`config.mk`:
```
export PLATFORM = sky130hd
export DESIGN_NAME = cfg_serial_loader
export DESIGN_NICKNAME = d
export VERILOG_FILES = /design/src/rtl/cfg_ld_pkg.sv /design/src/rtl/cfg_ld_sync.sv /design/src/rtl/cfg_ld_phase_timer.sv /design/src/rtl/cfg_ld_limit_ctr.sv /design/src/rtl/cfg_ld_shifter.sv /design/src/rtl/cfg_serial_loader.sv
export SDC_FILE = /design/constraint.sdc
export NUM_CORES = 1
export LEC_CHECK = 0
export ABC_AREA = 1
export BUFFER_PORTS_ARGS = -buffer_cell sky130_fd_sc_hd__buf_4
export CAP_MARGIN = 20
export CORE_AREA = 2 2 95 97
export DETAILED_ROUTE_END_ITERATION = 8
export DIE_AREA = 0 0 97 99
export PLACE_DENSITY = 0.73
export SKIP_LAST_GASP = 1
export SLEW_MARGIN = 25
export SYNTH_ARGS = -nofsm -noshare
export SYNTH_HDL_FRONTEND = slang
export SYNTH_SLANG_ARGS = --single-unit
export TNS_END_PERCENT = 5
```
`constraint.sdc`:
```
create_clock -name clk_i -period 2.9 [get_ports clk_i]
set_input_delay 0.145 -clock clk_i [delete_from_list [all_inputs] [get_ports clk_i]]
set_output_delay 0.145 -clock clk_i [all_outputs]
set_load 0.02 [all_outputs]
```
`src/rtl/cfg_ld_pkg.sv`:
```
package cfg_ld_pkg;

   typedef enum logic [3:0] {
      ST_IDLE,
      ST_PROG,
      ST_INIT,
      ST_FETCH,
      ST_SHIFT,
      ST_DLO,
      ST_DHI,
      ST_FLO,
      ST_FHI
   } ld_state_e;

   typedef enum logic [1:0] {
      RES_OK      = 2'd0,
      RES_INIT_TO = 2'd1,
      RES_DONE_TO = 2'd2
   } ld_result_e;

   localparam int unsigned BYTE_W = 8;

endpackage

```
`src/rtl/cfg_ld_sync.sv`:
```
module cfg_ld_sync #(
   parameter int unsigned STAGES = 2
) (
   input  logic clk_i,
   input  logic rst_ni,
   input  logic d_i,
   output logic q_o
);

   generate
      if (STAGES == 0) begin : g_bypass
         assign q_o = d_i;
      end else begin : g_chain
         logic [STAGES-1:0] pipe_q;
         always_ff @(posedge clk_i or negedge rst_ni) begin
            if (!rst_ni) begin
               pipe_q <= '0;
            end else if (STAGES == 1) begin
               pipe_q[0] <= d_i;
            end else begin
               pipe_q <= {pipe_q[STAGES-2:0], d_i};
            end
         end
         assign q_o = pipe_q[STAGES-1];
      end
   endgenerate

endmodule

```
`src/rtl/cfg_ld_phase_timer.sv`:
```
module cfg_ld_phase_timer #(
   parameter int unsigned W = 8
) (
   input  logic         clk_i,
   input  logic         rst_ni,
   input  logic         load_i,
   input  logic [W-1:0] load_val_i,
   output logic         expire_o
);

   logic [W-1:0] cnt_q;

   always_ff @(posedge clk_i or negedge rst_ni) begin
      if (!rst_ni) begin
         cnt_q <= '0;
      end else if (load_i) begin
         cnt_q <= load_val_i - W'(1);
      end else if (cnt_q != '0) begin
         cnt_q <= cnt_q - W'(1);
      end
   end

   assign expire_o = (cnt_q == '0);


   timer_load_nonzero_chk: assert property (@(posedge clk_i) disable iff (!rst_ni)
      load_i |-> (load_val_i != '0));

endmodule

```
`src/rtl/cfg_ld_limit_ctr.sv`:
```
module cfg_ld_limit_ctr #(
   parameter int unsigned W = 17
) (
   input  logic         clk_i,
   input  logic         rst_ni,
   input  logic         clr_i,
   input  logic         inc_i,
   input  logic [W-1:0] limit_i,
   output logic         last_o
);

   logic [W-1:0] cnt_q;

   always_ff @(posedge clk_i or negedge rst_ni) begin
      if (!rst_ni) begin
         cnt_q <= '0;
      end else if (clr_i) begin
         cnt_q <= '0;
      end else if (inc_i) begin
         cnt_q <= cnt_q + W'(1);
      end
   end

   assign last_o = (cnt_q == limit_i - W'(1));


   lim_range_chk: assert property (@(posedge clk_i) disable iff (!rst_ni)
      (inc_i && !clr_i) |=> (cnt_q <= $past(limit_i) - W'(1)));

endmodule

```
`src/rtl/cfg_ld_shifter.sv`:
```
module cfg_ld_shifter #(
   parameter int unsigned DW = 8
) (
   input  logic          clk_i,
   input  logic          rst_ni,
   input  logic          load_i,
   input  logic [DW-1:0] data_i,
   input  logic          shift_i,
   output logic          msb_o,
   output logic          drained_o
);

   localparam int unsigned BC_W = $clog2(DW + 1);

   logic [DW-1:0]   sh_q;
   logic [BC_W-1:0] bits_q;

   always_ff @(posedge clk_i or negedge rst_ni) begin
      if (!rst_ni) begin
         sh_q   <= '0;
         bits_q <= '0;
      end else if (load_i) begin
         sh_q   <= data_i;
         bits_q <= '0;
      end else if (shift_i) begin
         sh_q   <= {sh_q[DW-2:0], 1'b0};
         bits_q <= bits_q + BC_W'(1);
      end
   end

   assign msb_o     = sh_q[DW-1];
   assign drained_o = (bits_q == BC_W'(DW));


   bit_cnt_bound_chk: assert property (@(posedge clk_i) disable iff (!rst_ni)
      shift_i |-> (bits_q < BC_W'(DW)));

endmodule

```
`src/rtl/cfg_serial_loader.sv`:
```
module cfg_serial_loader
   import cfg_ld_pkg::*;
#(
   parameter int unsigned CNT_W          = 24,
   parameter int unsigned PROG_LOW_CYC   = 64,
   parameter int unsigned HALF_CYC       = 2,
   parameter int unsigned INIT_POLL_MAX  = 100000,
   parameter int unsigned DONE_PULSE_MAX = 100000,
   parameter int unsigned SYNC_STAGES    = 2
) (
   input  logic             clk_i,
   input  logic             rst_ni,
   input  logic             start_i,
   input  logic [CNT_W-1:0] byte_count_i,
   input  logic             s_valid_i,
   input  logic [7:0]       s_data_i,
   output logic             s_ready_o,
   output logic             cfg_prog_n_o,
   output logic             cfg_clk_o,
   output logic             cfg_din_o,
   input  logic             cfg_init_i,
   input  logic             cfg_done_i,
   output logic             busy_o,
   output logic             fin_o,
   output logic [1:0]       status_o
);

   localparam int unsigned TMR_MAX = (PROG_LOW_CYC > HALF_CYC) ? PROG_LOW_CYC : HALF_CYC;
   localparam int unsigned TMR_W   = $clog2(TMR_MAX + 1);
   localparam int unsigned LIM_MAX = (INIT_POLL_MAX > DONE_PULSE_MAX) ? INIT_POLL_MAX : DONE_PULSE_MAX;
   localparam int unsigned LIM_W   = $clog2(LIM_MAX + 1);
   localparam logic [TMR_W-1:0] PROG_V = TMR_W'(PROG_LOW_CYC);
   localparam logic [TMR_W-1:0] HALF_V = TMR_W'(HALF_CYC);
   localparam logic [LIM_W-1:0] INIT_V = LIM_W'(INIT_POLL_MAX);
   localparam logic [LIM_W-1:0] DONE_V = LIM_W'(DONE_PULSE_MAX);

   generate
      if (HALF_CYC < 1) begin : g_bad_half
         $error("HALF_CYC must be at least 1");
      end
      if (PROG_LOW_CYC < 1) begin : g_bad_prog
         $error("PROG_LOW_CYC must be at least 1");
      end
      if (INIT_POLL_MAX < 1 || DONE_PULSE_MAX < 1) begin : g_bad_lim
         $error("timeout limits must be at least 1");
      end
      if (CNT_W < 1) begin : g_bad_cnt
         $error("CNT_W must be at least 1");
      end
   endgenerate

   ld_state_e        st_q, st_n;
   logic             prog_n_q, prog_n_n;
   logic             cclk_q, cclk_n;
   logic             din_q, din_n;
   logic [CNT_W-1:0] left_q, left_n;
   logic             fin_q, fin_n;
   logic [1:0]       stat_q, stat_n;

   logic             init_s, done_s;
   logic             tmr_load, tmr_exp;
   logic [TMR_W-1:0] tmr_val;
   logic             lim_clr, lim_inc, lim_last;
   logic [LIM_W-1:0] lim_val;
   logic             sh_load, sh_shift, sh_msb, sh_drained;

   cfg_ld_sync #(.STAGES(SYNC_STAGES)) u_sync_init (
      .clk_i(clk_i), .rst_ni(rst_ni), .d_i(cfg_init_i), .q_o(init_s));

   cfg_ld_sync #(.STAGES(SYNC_STAGES)) u_sync_done (
      .clk_i(clk_i), .rst_ni(rst_ni), .d_i(cfg_done_i), .q_o(done_s));

   cfg_ld_phase_timer #(.W(TMR_W)) u_timer (
      .clk_i(clk_i), .rst_ni(rst_ni), .load_i(tmr_load),
      .load_val_i(tmr_val), .expire_o(tmr_exp));

   cfg_ld_limit_ctr #(.W(LIM_W)) u_limit (
      .clk_i(clk_i), .rst_ni(rst_ni), .clr_i(lim_clr), .inc_i(lim_inc),
      .limit_i(lim_val), .last_o(lim_last));

   cfg_ld_shifter #(.DW(BYTE_W)) u_shift (
      .clk_i(clk_i), .rst_ni(rst_ni), .load_i(sh_load), .data_i(s_data_i),
      .shift_i(sh_shift), .msb_o(sh_msb), .drained_o(sh_drained));

   assign lim_val = (st_q == ST_INIT) ? INIT_V : DONE_V;

   always_comb begin
      st_n     = st_q;
      prog_n_n = prog_n_q;
      cclk_n   = cclk_q;
      din_n    = din_q;
      left_n   = left_q;
      fin_n    = 1'b0;
      stat_n   = stat_q;
      tmr_load = 1'b0;
      tmr_val  = HALF_V;
      lim_clr  = 1'b0;
      lim_inc  = 1'b0;
      sh_load  = 1'b0;
      sh_shift = 1'b0;
      unique case (st_q)
         ST_IDLE: begin
            if (start_i) begin
               left_n   = byte_count_i;
               prog_n_n = 1'b0;
               tmr_load = 1'b1;
               tmr_val  = PROG_V;
               st_n     = ST_PROG;
            end
         end
         ST_PROG: begin
            if (tmr_exp) begin
               prog_n_n = 1'b1;
               lim_clr  = 1'b1;
               st_n     = ST_INIT;
            end
         end
         ST_INIT: begin
            if (init_s) begin
               lim_clr = 1'b1;
               if (left_q == '0) begin
                  tmr_load = 1'b1;
                  st_n     = ST_FLO;
               end else begin
                  st_n = ST_FETCH;
               end
            end else if (lim_last) begin
               fin_n  = 1'b1;
               stat_n = RES_INIT_TO;
               st_n   = ST_IDLE;
            end else begin
               lim_inc = 1'b1;
            end
         end
         ST_FETCH: begin
            if (s_valid_i) begin
               sh_load = 1'b1;
               st_n    = ST_SHIFT;
            end
         end
         ST_SHIFT: begin
            din_n    = sh_msb;
            sh_shift = 1'b1;
            tmr_load = 1'b1;
            st_n     = ST_DLO;
         end
         ST_DLO: begin
            if (tmr_exp) begin
               cclk_n   = 1'b1;
               tmr_load = 1'b1;
               st_n     = ST_DHI;
            end
         end
         ST_DHI: begin
            if (tmr_exp) begin
               cclk_n = 1'b0;
               if (sh_drained) begin
                  left_n = left_q - CNT_W'(1);
                  if (left_q == CNT_W'(1)) begin
                     lim_clr  = 1'b1;
                     tmr_load = 1'b1;
                     st_n     = ST_FLO;
                  end else begin
                     st_n = ST_FETCH;
                  end
               end else begin
                  st_n = ST_SHIFT;
               end
            end
         end
         ST_FLO: begin
            if (done_s) begin
               fin_n  = 1'b1;
               stat_n = RES_OK;
               st_n   = ST_IDLE;
            end else if (tmr_exp) begin
               cclk_n   = 1'b1;
               tmr_load = 1'b1;
               st_n     = ST_FHI;
            end
         end
         ST_FHI: begin
            if (tmr_exp) begin
               cclk_n = 1'b0;
               if (lim_last) begin
                  fin_n  = 1'b1;
                  stat_n = RES_DONE_TO;
                  st_n   = ST_IDLE;
               end else begin
                  lim_inc  = 1'b1;
                  tmr_load = 1'b1;
                  st_n     = ST_FLO;
               end
            end
         end
         default: st_n = ST_IDLE;
      endcase
   end

   always_ff @(posedge clk_i or negedge rst_ni) begin
      if (!rst_ni) begin
         st_q     <= ST_IDLE;
         prog_n_q <= 1'b1;
         cclk_q   <= 1'b0;
         din_q    <= 1'b0;
         left_q   <= '0;
         fin_q    <= 1'b0;
         stat_q   <= 2'd0;
      end else begin
         st_q     <= st_n;
         prog_n_q <= prog_n_n;
         cclk_q   <= cclk_n;
         din_q    <= din_n;
         left_q   <= left_n;
         fin_q    <= fin_n;
         stat_q   <= stat_n;
      end
   end

   assign s_ready_o    = (st_q == ST_FETCH);
   assign cfg_prog_n_o = prog_n_q;
   assign cfg_clk_o    = cclk_q;
   assign cfg_din_o    = din_q;
   assign busy_o       = (st_q != ST_IDLE);
   assign fin_o        = fin_q;
   assign status_o     = stat_q;


   din_low_clk_chk: assert property (@(posedge clk_i) disable iff (!rst_ni)
      !$stable(cfg_din_o) |-> (!cfg_clk_o && !$past(cfg_clk_o)));


   prog_quiet_chk: assert property (@(posedge clk_i) disable iff (!rst_ni)
      !cfg_prog_n_o |-> (!cfg_clk_o && !s_ready_o && busy_o));


   stall_clk_low_chk: assert property (@(posedge clk_i) disable iff (!rst_ni)
      s_ready_o |-> (!cfg_clk_o && cfg_prog_n_o));


   fin_single_chk: assert property (@(posedge clk_i) disable iff (!rst_ni)
      fin_o |=> !fin_o);


   fin_not_busy_chk: assert property (@(posedge clk_i) disable iff (!rst_ni)
      fin_o |-> (!busy_o && !cfg_clk_o));


   init_to_no_clk_chk: assert property (@(posedge clk_i) disable iff (!rst_ni)
      (fin_o && status_o == 2'd1) |-> !$past(cfg_clk_o));

endmodule

```
# == Word level (Yosys, flattened, before mapping) ==
# Index checks and enable logic that the tools add are counted.
# word_totals
reg_bits,74
out_inout_bits,8
wordCells,127
# op_classes
addsub,5
n_eq_ne,26
n_mux,65
reduce_logical,18
# ops
cell,n
2-to-1 mux 24 bit,3
2-to-1 mux 4 bit,13
one-hot mux 24 bit (2 select lines),1
one-hot mux 4 bit (9 select lines),1
2-to-1 mux 17 bit,2
2-to-1 mux 7 bit,4
"equality test 24 x 1 -> 1 bit, second input constant",1
zero test 24 bit,1
2-to-1 mux 1 bit,24
"subtractor 24 x 1 -> 24 bit, second input constant",1
"!= test 2 bit, second input constant",11
"adder 17 x 1 -> 17 bit, second input constant",1
"equality test 17 bit, second input constant",1
"equality test 4 x 3 -> 1 bit, second input constant",4
2-to-1 mux 8 bit,2
"subtractor 7 x 1 -> 7 bit, second input constant",2
2-to-1 mux 2 bit,5
nonzero test 2 bit,5
2-to-1 mux 3 bit,3
one-hot mux 1 bit (3 select lines),3
"equality test 4 x 2 -> 1 bit, second input constant",2
"equality test 4 bit, second input constant",2
AND reduction 8 bit,1
zero test 7 bit,1
other kinds (15),20

# == Depth between registers and ports, before layout ==
# Gate-level depths: netlist of run 1.
# logic_depth
depth_word,6
mapped_depth,16
depth_no_buf,16

# == Hierarchy ==
# From an unflattened synthesis of run 1, not the netlist that was laid out.
# hier_totals
cells_unflattened,815
hier_area_um2,5388.9
# by_module_without_submodules
module,instances,cells_per_inst,area_each_um2,seq_area_each_um2
cfg_serial_loader,1,386,2494.9,852.1
cfg_ld_limit_ctr,1,273,1684.1,425.4
cfg_ld_shifter,1,67,596.8,300.3
cfg_ld_phase_timer,1,85,513.0,175.2
cfg_ld_sync,2,2,50.0,50.0

# == Least setup slack after synthesis of run 1 ==
# Ideal clock, no wire load.
# synth_timing
path_type,flip-flop to flip-flop
startpoint,reg u_limit.cnt_q[0]
endpoint,reg u_timer.cnt_q[6]
setup_ns,0.077
arrival_time_ns,1.883
required_time_ns,2.823
setup_slack_ns,0.940
stages_incl_launch_ff,15
cell_sequence,dfrtp_1 ha_1 nand3_1 inv_1 nand3_1 nand2_1 nand3_1 nor2_4 nand2_2 ha_1 nand2_1 inv_1 nand2_1 nand2_1 a21oi_1
# synth_between
elab_chain_cells,5
word_cells_on_any_way,6
# synth_rtl
element,line,text
"start, declared",cfg_ld_limit_ctr.sv:12,logic [W-1:0] cnt_q;
"start signal, assigned",cfg_ld_limit_ctr.sv:20,cnt_q <= cnt_q + W'(1);
equality test 17 bit *,cfg_ld_limit_ctr.sv:24,assign last_o = (cnt_q == limit_i - W'(1));
2-to-1 mux 1 bit *,cfg_serial_loader.sv:185,if (lim_last) begin
2-to-1 mux 1 bit *,cfg_serial_loader.sv:183,if (tmr_exp) begin
one-hot mux 1 bit (7 select lines) *,cfg_serial_loader.sv:101,unique case (st_q)
2-to-1 mux 7 bit / nonzero test 2 bit (equally long branches),n/a,
"end signal, assigned",cfg_ld_phase_timer.sv:17,cnt_q <= load_val_i - W'(1);
"end signal, assigned",cfg_ld_phase_timer.sv:19,cnt_q <= cnt_q - W'(1);
"end, declared",cfg_ld_phase_timer.sv:11,logic [W-1:0] cnt_q;
# Mark *: on every way between the ends. The rest lies on a longest branch, timed or not.
# A chain may end at the register's enable or synchronous reset.

# == Worst setup path after layout of run 1 ==
# layout_timing
startpoint,reg st_q[2]
endpoint,reg u_timer.cnt_q[6]
# layout_between
elab_chain_cells,4
word_cells_on_any_way,12
# layout_rtl
element,line,text
"start, declared",cfg_serial_loader.sv:52,"ld_state_e st_q, st_n;"
"start signal, assigned",cfg_serial_loader.sv:210,st_q <= st_n;
zero test 4 bit,cfg_serial_loader.sv:101,
2-to-1 mux 7 bit,cfg_serial_loader.sv:101,
subtractor 7 x 1 -> 7 bit,cfg_ld_phase_timer.sv:17,
2-to-1 mux 7 bit,cfg_ld_phase_timer.sv:16,end else if (load_i) begin
# Several ways; a longest one is shown, not always the timed one.

==> impl_metrics.tcl, run 1 <==
set metrics [dict create \
    status "completed" \
    synth_cell_type_count 46 \
    rsz0062_at_grt "false" \
    post_cts_resized 0 \
    pwr_density_cell_mw_per_mm2 869.0 \
    antenna_found_initial 0 \
    p_leak_nw 2.389 \
    async_flop_share 1.000 \
    cts_buffers 9 \
    routed-wl-met2_um 5046 \
    nets 692 \
    synth_top_family_by_area "simple AND/OR/NAND/NOR gates" \
    synth.ff_latch_count 74 \
    synthMuxAreaShare 0 \
    finalWirelength_um 10570 \
    setup_viol 0 \
    cp.arrival_ns 2.71 \
    wl_per_cell_um 13.91 \
    syn_nets 641 \
    met1_length_um 4831 \
    fin_crit_sh 0.8355 \
    die-area_mm2 0.009603 \
    ir_drop_uv 448.2 \
    finalHoldViolCount 0 \
    max-slew-margin-rel 0.5407 \
    synth_top_area_frac 0.4001 \
    syn_area_mm2 0.004566 \
    gp_congestion 0.9040 \
    period_needed_ns 2.423 \
    grt_first_pass_wirelength_um 18390 \
    clkTransAtPathRegs_ns 0.09 \
    ant_nets 0 \
    hold_path.class "input pin to register" \
    grt_max_degree 75 \
    via_per_inst 5.372 \
    synth-simple-area-share 0.3045 \
    grt_pass1_vias 4046 \
    whs_path_depth 3 \
    synthTopCellsByCount "nand2_1 (95), nor2_1 (81), dfrtp_1 (73)" \
    grt-ovfl-total 0 \
    clockRootBuffer "clkbuf_8" \
    num-fill-cells 747 \
    reg2regPathDepth 15 \
    synthAdderAreaFrac 0.01918 \
    synth_warnings 0 \
    h-tree-depth 3 \
    via_count 4083 \
    endpoint_kind "register" \
    power_w 0.004556 \
    synth-seq-area-share 0.4059 \
    max_freq_mhz 412.7 \
    crit_path_max_fanout 21 \
    tns_ns 0 \
    syn_area_per_cell_um2 7.660 \
    hpwl_um 7708 \
    coreArea_mm2 0.008551 \
    synthFlopType "dfrtp_1" \
    synth_compound_area_frac 0.1510 \
    yosysTopAreaCell "dfrtp_1" \
    portBuffers 45 \
    top_layer_used "met4" \
    startpoint_type "register" \
    met3WireLength_um 496 \
    ys_top_cells_by_area "dfrtp_1 (40%), nand2_1 (7.8%), nor2_1 (6.7%)" \
    track_usage 0.2300 \
    io_pins 46 \
    start_util 0.5339 \
    worst_pin_slew_ns 0.6890 \
    finClkSkew_ns 0.01194 \
    finalMaxSlewViolations 0 \
    cts_buffer_depth 2 \
    critPathKind "register to register" \
    synth_xor_area_frac 0.04220 \
    fp.dieW_um 97 \
    drive_gt1_frac 0.1718 \
    clk_latency_ns 0.36 \
    drc_errors 0 \
    area_growth_pct 14.83 \
    dr.first_iter.drc_count 314 \
    cts_tree "built" \
    row_count 34 \
    clkSinkCount 74 \
    syn_inst 596 \
    die_y_um 99 \
    post-synth-top-count-cell "nand2_1" \
    synth-edff-count 0 \
    timing.max_cap.violations 0 \
    diodes 0 \
    worstPathRequired_ns 3.19 \
    dr.pass1.iters 5 \
]
layout by cell type (no fill, tap or decap), types with 2 or more instances in the layout:
master         Yosys  routed
o2111ai_1          2       2
nand3_4            2       2
inv_1             68      68
nand2_2           12      12
ha_1               7       7
o21ai_0           58      58
clkinvlp_4         0       4
nor3_2             2       2
dfrtp_1           73      73
nor2_4            10      10
buf_4              3      48
nand4_1           13      13
nand3_1           42      42
nor3b_2            2       2
o211ai_1           5       5
o21ai_1            7       7
nor4_1             6       6
clkbuf_8           0       9
nor2_1            81      81
nor3_1            11      11
inv_2              5       5
o221ai_1           2       2
dlygate4sd3_1      0       4
o31ai_1            4       4
o22ai_1            7       7
clkinv_2           1       3
xnor2_1            2       2
nor2_2             6       6
xor2_1            20      20
a21oi_1           18      18
nand2_1           95      95
a22oi_1            4       4
o21a_1             4       4
path summary, 6_finish.rpt:
path,startpoint,end,slack [ns]
worst max-delay path,st_q[2],u_timer.cnt_q[6],0.48
worst min-delay path,s_data_i[1],u_shift.sh_q[1],0.02
worst max register to register,st_q[2],u_timer.cnt_q[6],0.48
worst min register to register,u_sync_init.g_chain.pipe_q[0],u_sync_init.g_chain.pipe_q[1],0.36
max in group asynchronous,rst_ni,u_timer.cnt_q[3],2.04
min in group asynchronous,rst_ni,left_q[18],0.37
sequential cells by signal, summed over array words and instances (netlist names), 2 cells and up:
name                        count
status_o                        2
left_q                         24
st_q                            4
u_shift.sh_q                    8
u_timer.cnt_q                   7
u_sync_init.g_chain.pipe_q      2
u_limit.cnt_q                  17
u_shift.bits_q                  4
u_sync_done.g_chain.pipe_q      2
kinds of logic after synthesis:
logic type                 Yosys count
adders and majority gates            7
and+or+nand+nor                    286
AOI/OAI and AO/OA                  118
xor gates and xnor gates            22
buffers and inverters               89
DFF                                 74
area by class of cell:
class | count | area [µm²] | share of cell area
repair buffers | 53 | 411.6 | 0.07852
clock buffers | 9 | 123.9 | 0.02363
multi-input cells | 433 | 2360 | 0.4501
inverters | 76 | 289.0 | 0.05513
clock inverters | 7 | 70.07 | 0.01337
well taps | 108 | 135.1 | 0.02578
flip-flops and latches | 74 | 1853 | 0.3535
metrics by stage:
stage          hold slack [ns]  instances  instance area, µm²    util  setup slack, ns
6_report               0.01542        760                5243  0.6131           0.4771
2_1_floorplan          -0.1506        596                4566       -           0.9398
5_1_grt                0.02269        760                5243  0.6131           0.2600
4_1_cts                0.01234        760                5239  0.6127           0.5011
3_3_place_gp            0.2571        740                5005  0.5853           0.6520
3_5_place_dp            0.2556        740                5005  0.5853           0.5294
report_power, final:
part	switching [W]	leakage [nW]	internal [W]
clock	0.000414	0.0873	0.000394
sequential	0.000339	0.941	0.00139
combinational	0.00127	1.36	0.000746
total	0.00202	2.39	0.00253
metal layers:
metal | up-vias | track usage
met5 | - | 0
li1 | 2081 | -
met3 | 19 | 0.05674
met1 | 1884 | 0.3000
met4 | 0 | 0.07151
met2 | 99 | 0.3803
worst max-delay path, stage by stage (launching register included):
cell and delay, ns:
dfrtp_1 0.40, inv_1 0.11, nor2_1 0.18, nand2_2 0.31, nor2_4 0.22, nand2_2 0.09
nor2_4 0.16, nor2_4 0.06, nand4_1 0.07, nand2_1 0.10, ha_1 0.23, nand2_1 0.09
inv_1 0.06, nand2_1 0.07, nand2_1 0.05, a21oi_1 0.14
repair_timing:
item | in CTS | in global routing
hold buffers | 4 | 0
hold endpoints to repair | 68 | 0
setup buffers | 0 | 0
Note: power is estimated with default switching activity, not from simulation.
==> run 2, diff against run 1 <==
--- a/config.mk
+++ b/config.mk
@@ -11,7 +11,7 @@
 export CORE_AREA = 2 2 95 97
 export DETAILED_ROUTE_END_ITERATION = 8
 export DIE_AREA = 0 0 97 99
-export PLACE_DENSITY = 0.73
+export PLACE_DENSITY = 0.76
 export SKIP_LAST_GASP = 1
 export SLEW_MARGIN = 25
 export SYNTH_ARGS = -nofsm -noshare
==> constraint.sdc (replaced) <==
create_clock -name clk_i -period 2.2 [get_ports clk_i]
set_input_delay 0.11 -clock clk_i [delete_from_list [all_inputs] [get_ports clk_i]]
set_output_delay 0.11 -clock clk_i [all_outputs]
set_load 0.02 [all_outputs]
==> run 2 against run 1 <==
Against the previous run: utilization is 3.7 points higher; first-iteration DRC count is 16% lower; register-to-register slack worse by 0.40 ns; die area stayed put; critical endpoint is now u_timer.cnt_q[4]; sequential share of layout area is 1.9 points lower; critical path depth is 1 lower.
==> impl_metrics.tcl, run 2 (synthesized netlist as in run 1, its figures left out) <==
set metrics [dict create \
    status "completed" \
    largest_reg_flops 24 \
    die-area_mm2 0.009603 \
    fin_util 0.6497 \
    nets 725 \
    p_leak_nw 2.552 \
    wl_per_cell_um 13.96 \
    tns_ns 0 \
    timing.max_cap.violations 0 \
    drive_gt1_frac 0.2251 \
    dr.first_iter.drc_count 263 \
    seqCellArea_mm2 0.001857 \
    cts_buffers 9 \
    dp.cells 756 \
    fin_cells 792 \
    portBuffers 45 \
    h-tree-depth 3 \
    start_util 0.5339 \
    design_area_mm2 0.005555 \
    io_pins 46 \
    rsz0062_at_grt "true" \
    cts_tree "built" \
    cp_num_buf_inv 1 \
    registers.top_by_ff_count "left_q" \
    max-slew-margin-rel 0.5668 \
    placed_area_mm2 0.005137 \
    multi_input_area_mm2 0.002400 \
    finalMaxSlewViolations 0 \
    period_needed_ns 2.120 \
    r2r_slack_ns 0.08 \
    hp-start "s_data_i[1]" \
    crit_slowest_cell "dfrtp_1" \
    via_count 4322 \
    fp.dieW_um 97 \
    reg2regPathDepth 14 \
    coreArea_mm2 0.008551 \
    grt_max_degree 50 \
    hold_path_end "u_shift.sh_q[1]" \
    clkTransAtPathRegs_ns 0.08 \
    cp.arrival_ns 2.37 \
    ir_drop_uv 587.1 \
    clk_latency_ns 0.35 \
    rr_endpoint "u_timer.cnt_q[4]" \
    hpwl_um 7886 \
    diodes 0 \
    worst_pin_slew_ns 0.6498 \
    worstReg2RegStart "u_timer.cnt_q[6]" \
    crit_family "simple AND/OR/NAND/NOR gates" \
    crit_chain "nor2_1 > nand2_2 > nor2_8 > inv_2 > nor2_1 > nand2_1 > nand3_1 > nor2_4 > nand2_2 > ha_1 > nand2_1 > nor2_1 > nand2_1 > xor2_1" \
    drc_errors 0 \
    pwr_density_cell_mw_per_mm2 1136 \
    dr.pass1.iters 6 \
    cts_buffer_depth 2 \
    grt_pass1_vias 4032 \
    top_regs "left_q: 24 flops, u_limit.cnt_q: 17 flops, u_shift.sh_q: 8 flops" \
    startpoint_type "register" \
    slowest_delay_ns 0.39 \
    mostFrequentLayoutCell "nand2_1" \
    grt-ovfl-total 0 \
    whs_path_depth 3 \
    critPathKind "register to register" \
    endpoint_kind "register" \
    num-fill-cells 717 \
    hold_path.class "input pin to register" \
    max_freq_mhz 471.8 \
    finClkSkew_ns 0.01299 \
    crit_path_max_fanout 8 \
    layout_common_cells "nand2_1 (93), nor2_1 (75), buf_4 (73), dfrtp_1 (70), inv_1 (65)" \
    finalWirelength_um 11060 \
    antenna_found_initial 0 \
    setup_viol 0 \
    worstPathRequired_ns 2.45 \
    row_count 34 \
    fin_crit_sh 0.9635 \
    area_growth_pct 21.68 \
    ant_nets 0 \
    clkSinkCount 74 \
    via_per_inst 5.457 \
    clockRootBuffer "clkbuf_8" \
    gp_congestion 0.8747 \
    grt_first_pass_wirelength_um 18330 \
    finalHoldViolCount 0 \
    track_usage 0.2311 \
    die_y_um 99 \
]
## run 2: cell count changes in the layout (fill, tap and decap cells not counted), sizes merged
cell,change
clkinvlp,-3
clkinv,+1
dlygate4sd3,+6
buf,+27
clkbuf,+1
## run 2: report_power, final
| group | total (W) | switching (W) | internal, W |
|---|---|---|---|
| clock | 0.00104 | 0.000525 | 0.000516 |
| combinational | 0.00301 | 0.00180 | 0.00121 |
| sequential | 0.00226 | 0.000416 | 0.00184 |
## run 2: area by class of cell
type	count	area share
multi-input cells	433	0.4320
inverters	76	0.05203
repair buffers	86	0.1243
clock buffers	10	0.02297
well taps	108	0.02432
clock inverters	5	0.01014
flip-flops and latches	74	0.3342
## run 2: repair_timing
| action | in CTS | in global routing |
|---|---|---|
| endpoints found under the setup margin | 0 | 21 |
| hold buffers | 10 | 0 |
| endpoints found under the hold margin | 56 | 0 |
| gates resized for setup | 0 | 21 |
| setup buffers | 0 | 11 |
## run 2: worst reg2reg max path, cell delays in order, from the launching register on
cell     delay, ns
dfrtp_1       0.39
nor2_1        0.16
nand2_2       0.11
nor2_8        0.20
inv_2         0.11
nor2_1        0.10
nand2_1       0.11
nand3_1       0.14
nor2_4        0.05
nand2_2       0.07
ha_1          0.16
nand2_1       0.07
nor2_1        0.13
nand2_1       0.08
xor2_1        0.14
## run 2: worst max-delay path by stage
stage | startpoint | to | slack (ns) | cells after the start
floorplan | u_limit.cnt_q[0] | u_timer.cnt_q[6] | 0.24 | 14
global placement | u_limit.cnt_q[0] | u_timer.cnt_q[6] | 0.06 | 14
detailed placement | u_limit.cnt_q[0] | u_timer.cnt_q[6] | 0.04 | 14
CTS | u_limit.cnt_q[0] | u_timer.cnt_q[6] | 0.03 | 14
global route | u_timer.cnt_q[6] | u_timer.cnt_q[6] | -0.13 | 14
finish | u_timer.cnt_q[6] | u_timer.cnt_q[4] | 0.08 | 14
## run 2: layer usage
metal  up-vias  global-route usage  wire length [µm]
li1       2155                   -                 -
met1      2040              0.3090              5083
met2       106              0.3803              5300
met3        21             0.04752               493
met4         0             0.07259               181
met5         -                   0                 0
## run 2: metrics by stage
stage / worst slack (ns) / hold WS [ns] / total power (W)
floorplan: 0.2398 / -0.1856 / 0.004267
global placement: 0.05975 / 0.1722 / 0.004970
detailed placement: 0.04437 / 0.1830 / 0.005069
CTS: 0.03389 / 0.004056 / 0.006133
global route: -0.1310 / 0.02335 / 0.006824
finish: 0.08038 / 0.008819 / 0.006310
==> run 3, diff against run 2 <==
--- a/config.mk
+++ b/config.mk
@@ -12,6 +12,7 @@
 export DETAILED_ROUTE_END_ITERATION = 8
 export DIE_AREA = 0 0 97 99
 export PLACE_DENSITY = 0.76
+export SETUP_SLACK_MARGIN = 0.4
 export SKIP_LAST_GASP = 1
 export SLEW_MARGIN = 25
 export SYNTH_ARGS = -nofsm -noshare
==> run 3 against run 2 <==
Against the previous run: power up 23%; final cell count up 6.2%; flip-flop and latch count unchanged; combinational power up 41%; critical path depth unchanged; utilization up 8.9 points; critical endpoint unchanged; highest routed layer unchanged.
==> impl_metrics.tcl, run 3 (synthesized netlist as in run 1, its figures left out) <==
set metrics [dict create \
    crit_chain "nor2_2 > nand2_2 > nor2_8 > inv_6 > nor2_2 > nand2_2 > nand3_2 > nor2_4 > nand2_2 > ha_4 > nand2_2 > nor2_2 > nand2_1 > xor2_1" \
    crit_family "simple AND/OR/NAND/NOR gates" \
    antenna_found_initial 0 \
    clkSinkCount 74 \
    p_sw_frac 0.4339 \
    via_count 4841 \
    p_switching_w 0.003362 \
    portBuffers 45 \
    fp.dieW_um 97 \
    clkPwrFrac 0.159 \
    diodes 0 \
    cp_num_buf_inv 1 \
    cts_tree "built" \
    finClkSkew_ns 0.01057 \
    crit_cells 14 \
    finalMaxSlewViolations 0 \
    worstPathRequired_ns 2.45 \
    seq_power_share 0.295 \
    registers.top_by_ff_count "left_q" \
    hpwl_um 7855 \
    cts_buffers 9 \
    dp.cells 751 \
    clkTransAtPathRegs_ns 0.08 \
    setup_ws_ns 0.06952 \
    hp-start "byte_count_i[9]" \
    die-area_mm2 0.009603 \
    crit_slowest_cell "dfrtp_1" \
    endpoint_kind "register" \
    grt_max_degree 47 \
    seqCellArea_mm2 0.001864 \
    top_regs "left_q: 24 flops, u_limit.cnt_q: 17 flops, u_shift.sh_q: 8 flops" \
    layout_common_cells "buf_4 (112), nand2_1 (79), dfrtp_1 (64), inv_1 (61), nor2_1 (60)" \
    nets 773 \
    r2r_slack_ns 0.07 \
    startpoint_type "register" \
    num-fill-cells 562 \
    hold_path_end "left_q[9]" \
    max_freq_mhz 469.4 \
    finalWirelength_um 13670 \
    clk_latency_ns 0.36 \
    cts_buffer_depth 2 \
    via_per_inst 5.756 \
    ir_drop_uv 780.0 \
    grt_first_pass_wirelength_um 21350 \
    row_count 34 \
    drc_errors 0 \
    mostFrequentLayoutCell "buf_4" \
    cp.arrival_ns 2.38 \
    coreArea_mm2 0.008551 \
    fin_cells 841 \
    placed_area_mm2 0.005139 \
    pre_cts_ws_ns 0.09756 \
    setup_viol 0 \
    start_util 0.5339 \
    ant_nets 0 \
    grt-ovfl-total 0 \
    die_y_um 99 \
    p_int_w 0.004385 \
    critPathKind "register to register" \
    power.share.combinational 0.547 \
    slowest_delay_ns 0.42 \
    track_usage 0.2714 \
    dr.first_iter.drc_count 334 \
    worst_pin_slew_ns 0.6591 \
    design_area_mm2 0.006320 \
    pwr_density_cell_mw_per_mm2 1226 \
    io_pins 46 \
    rsz0062_at_grt "true" \
    area_growth_pct 38.42 \
    rr_endpoint "u_timer.cnt_q[4]" \
    worstReg2RegStart "u_timer.cnt_q[4]" \
    drive_gt1_frac 0.3424 \
    multi_input_area_mm2 0.002649 \
    whs_path_depth 3 \
    wl_per_cell_um 16.25 \
    finalHoldViolCount 0 \
    period_needed_ns 2.130 \
    largest_reg_flops 24 \
    status "completed" \
    grt_pass1_vias 4626 \
    fin_crit_sh 0.9684 \
    gp_congestion 0.9380 \
    h-tree-depth 3 \
    dr.pass1.iters 6 \
    hold_path.class "input pin to register" \
    p_leak_nw 2.896 \
    tns_ns 0 \
    clockRootBuffer "clkbuf_8" \
    cp_common_cell "nand2_2" \
    crit_path_max_fanout 5 \
    reg2regPathDepth 14 \
    max-slew-margin-rel 0.5566 \
    timing.max_cap.violations 0 \
]
-- run 3: layout make-up --
class                      instances  area share
inverter                          76     0.04851
clock buffer                      10     0.02178
tap                              108     0.02138
timing repair buffer             134      0.1800
clock inverter                     6     0.01425
multi-input combinational        433      0.4191
sequential                        74      0.2950
-- run 3: how the worst max path moves through the flow --
stage / slack [ns] / start / end
3_3_place_gp: 0.13 / left_q[0] / u_timer.cnt_q[4]
6_report: 0.07 / u_timer.cnt_q[4] / u_timer.cnt_q[4]
2_1_floorplan: 0.30 / st_q[0] / u_timer.cnt_q[4]
5_1_grt: -0.002 / u_timer.cnt_q[4] / u_timer.cnt_q[4]
3_5_place_dp: 0.1 / left_q[16] / u_timer.cnt_q[4]
4_1_cts: 0.29 / left_q[15] / u_timer.cnt_q[4]
-- run 3: metrics by stage --
stage	hold slack (ns)	utilization	power, W
after floorplan	-0.1856	-	0.004307
after detailed placement	0.06529	0.6010	0.005090
after global placement	0.06303	0.6010	0.004990
final	0.03458	0.7391	0.007747
after global routing	0.06308	0.7391	0.008204
after CTS	0.02854	0.7063	0.007106
-- run 3: timing repair --
action	4_1_cts	5_1_grt
pin swaps	38	23
setup endpoints to repair	52	65
hold buffers	13	0
cloned	1	1
hold endpoints to repair	40	0
resized for setup	46	52
setup buffers	47	12
-- run 3: power by group through the flow --
stage | registers, W | logic (W) | clock network (W)
floorplan | 0.00224 | 0.00206 | 0
global placement | 0.00226 | 0.00273 | 0
detailed placement | 0.00228 | 0.00281 | 0
CTS | 0.00223 | 0.00363 | 0.00125
global route | 0.00233 | 0.00458 | 0.00129
finish | 0.00228 | 0.00423 | 0.00123
-- run 3: worst reg2reg max path: cells and delay by family (launching register included) --
family,cells,cell delay (ns)
buffers and inverters,1,0.07
AND/OR/NAND/NOR,11,1.25
XOR/XNOR,1,0.14
adder cells (fa/ha/maj),1,0.15
flip-flops,1,0.42
-- run 3: metal layers --
metal | vias to the layer above | GRT usage | part of all wire
met2 | 223 | 0.4578 | 0.50
li1 | 2238 | - | -
met4 | 0 | 0.1170 | 0.039
met5 | - | 0 | 0
met1 | 2321 | 0.3362 | 0.40
met3 | 59 | 0.06170 | 0.063
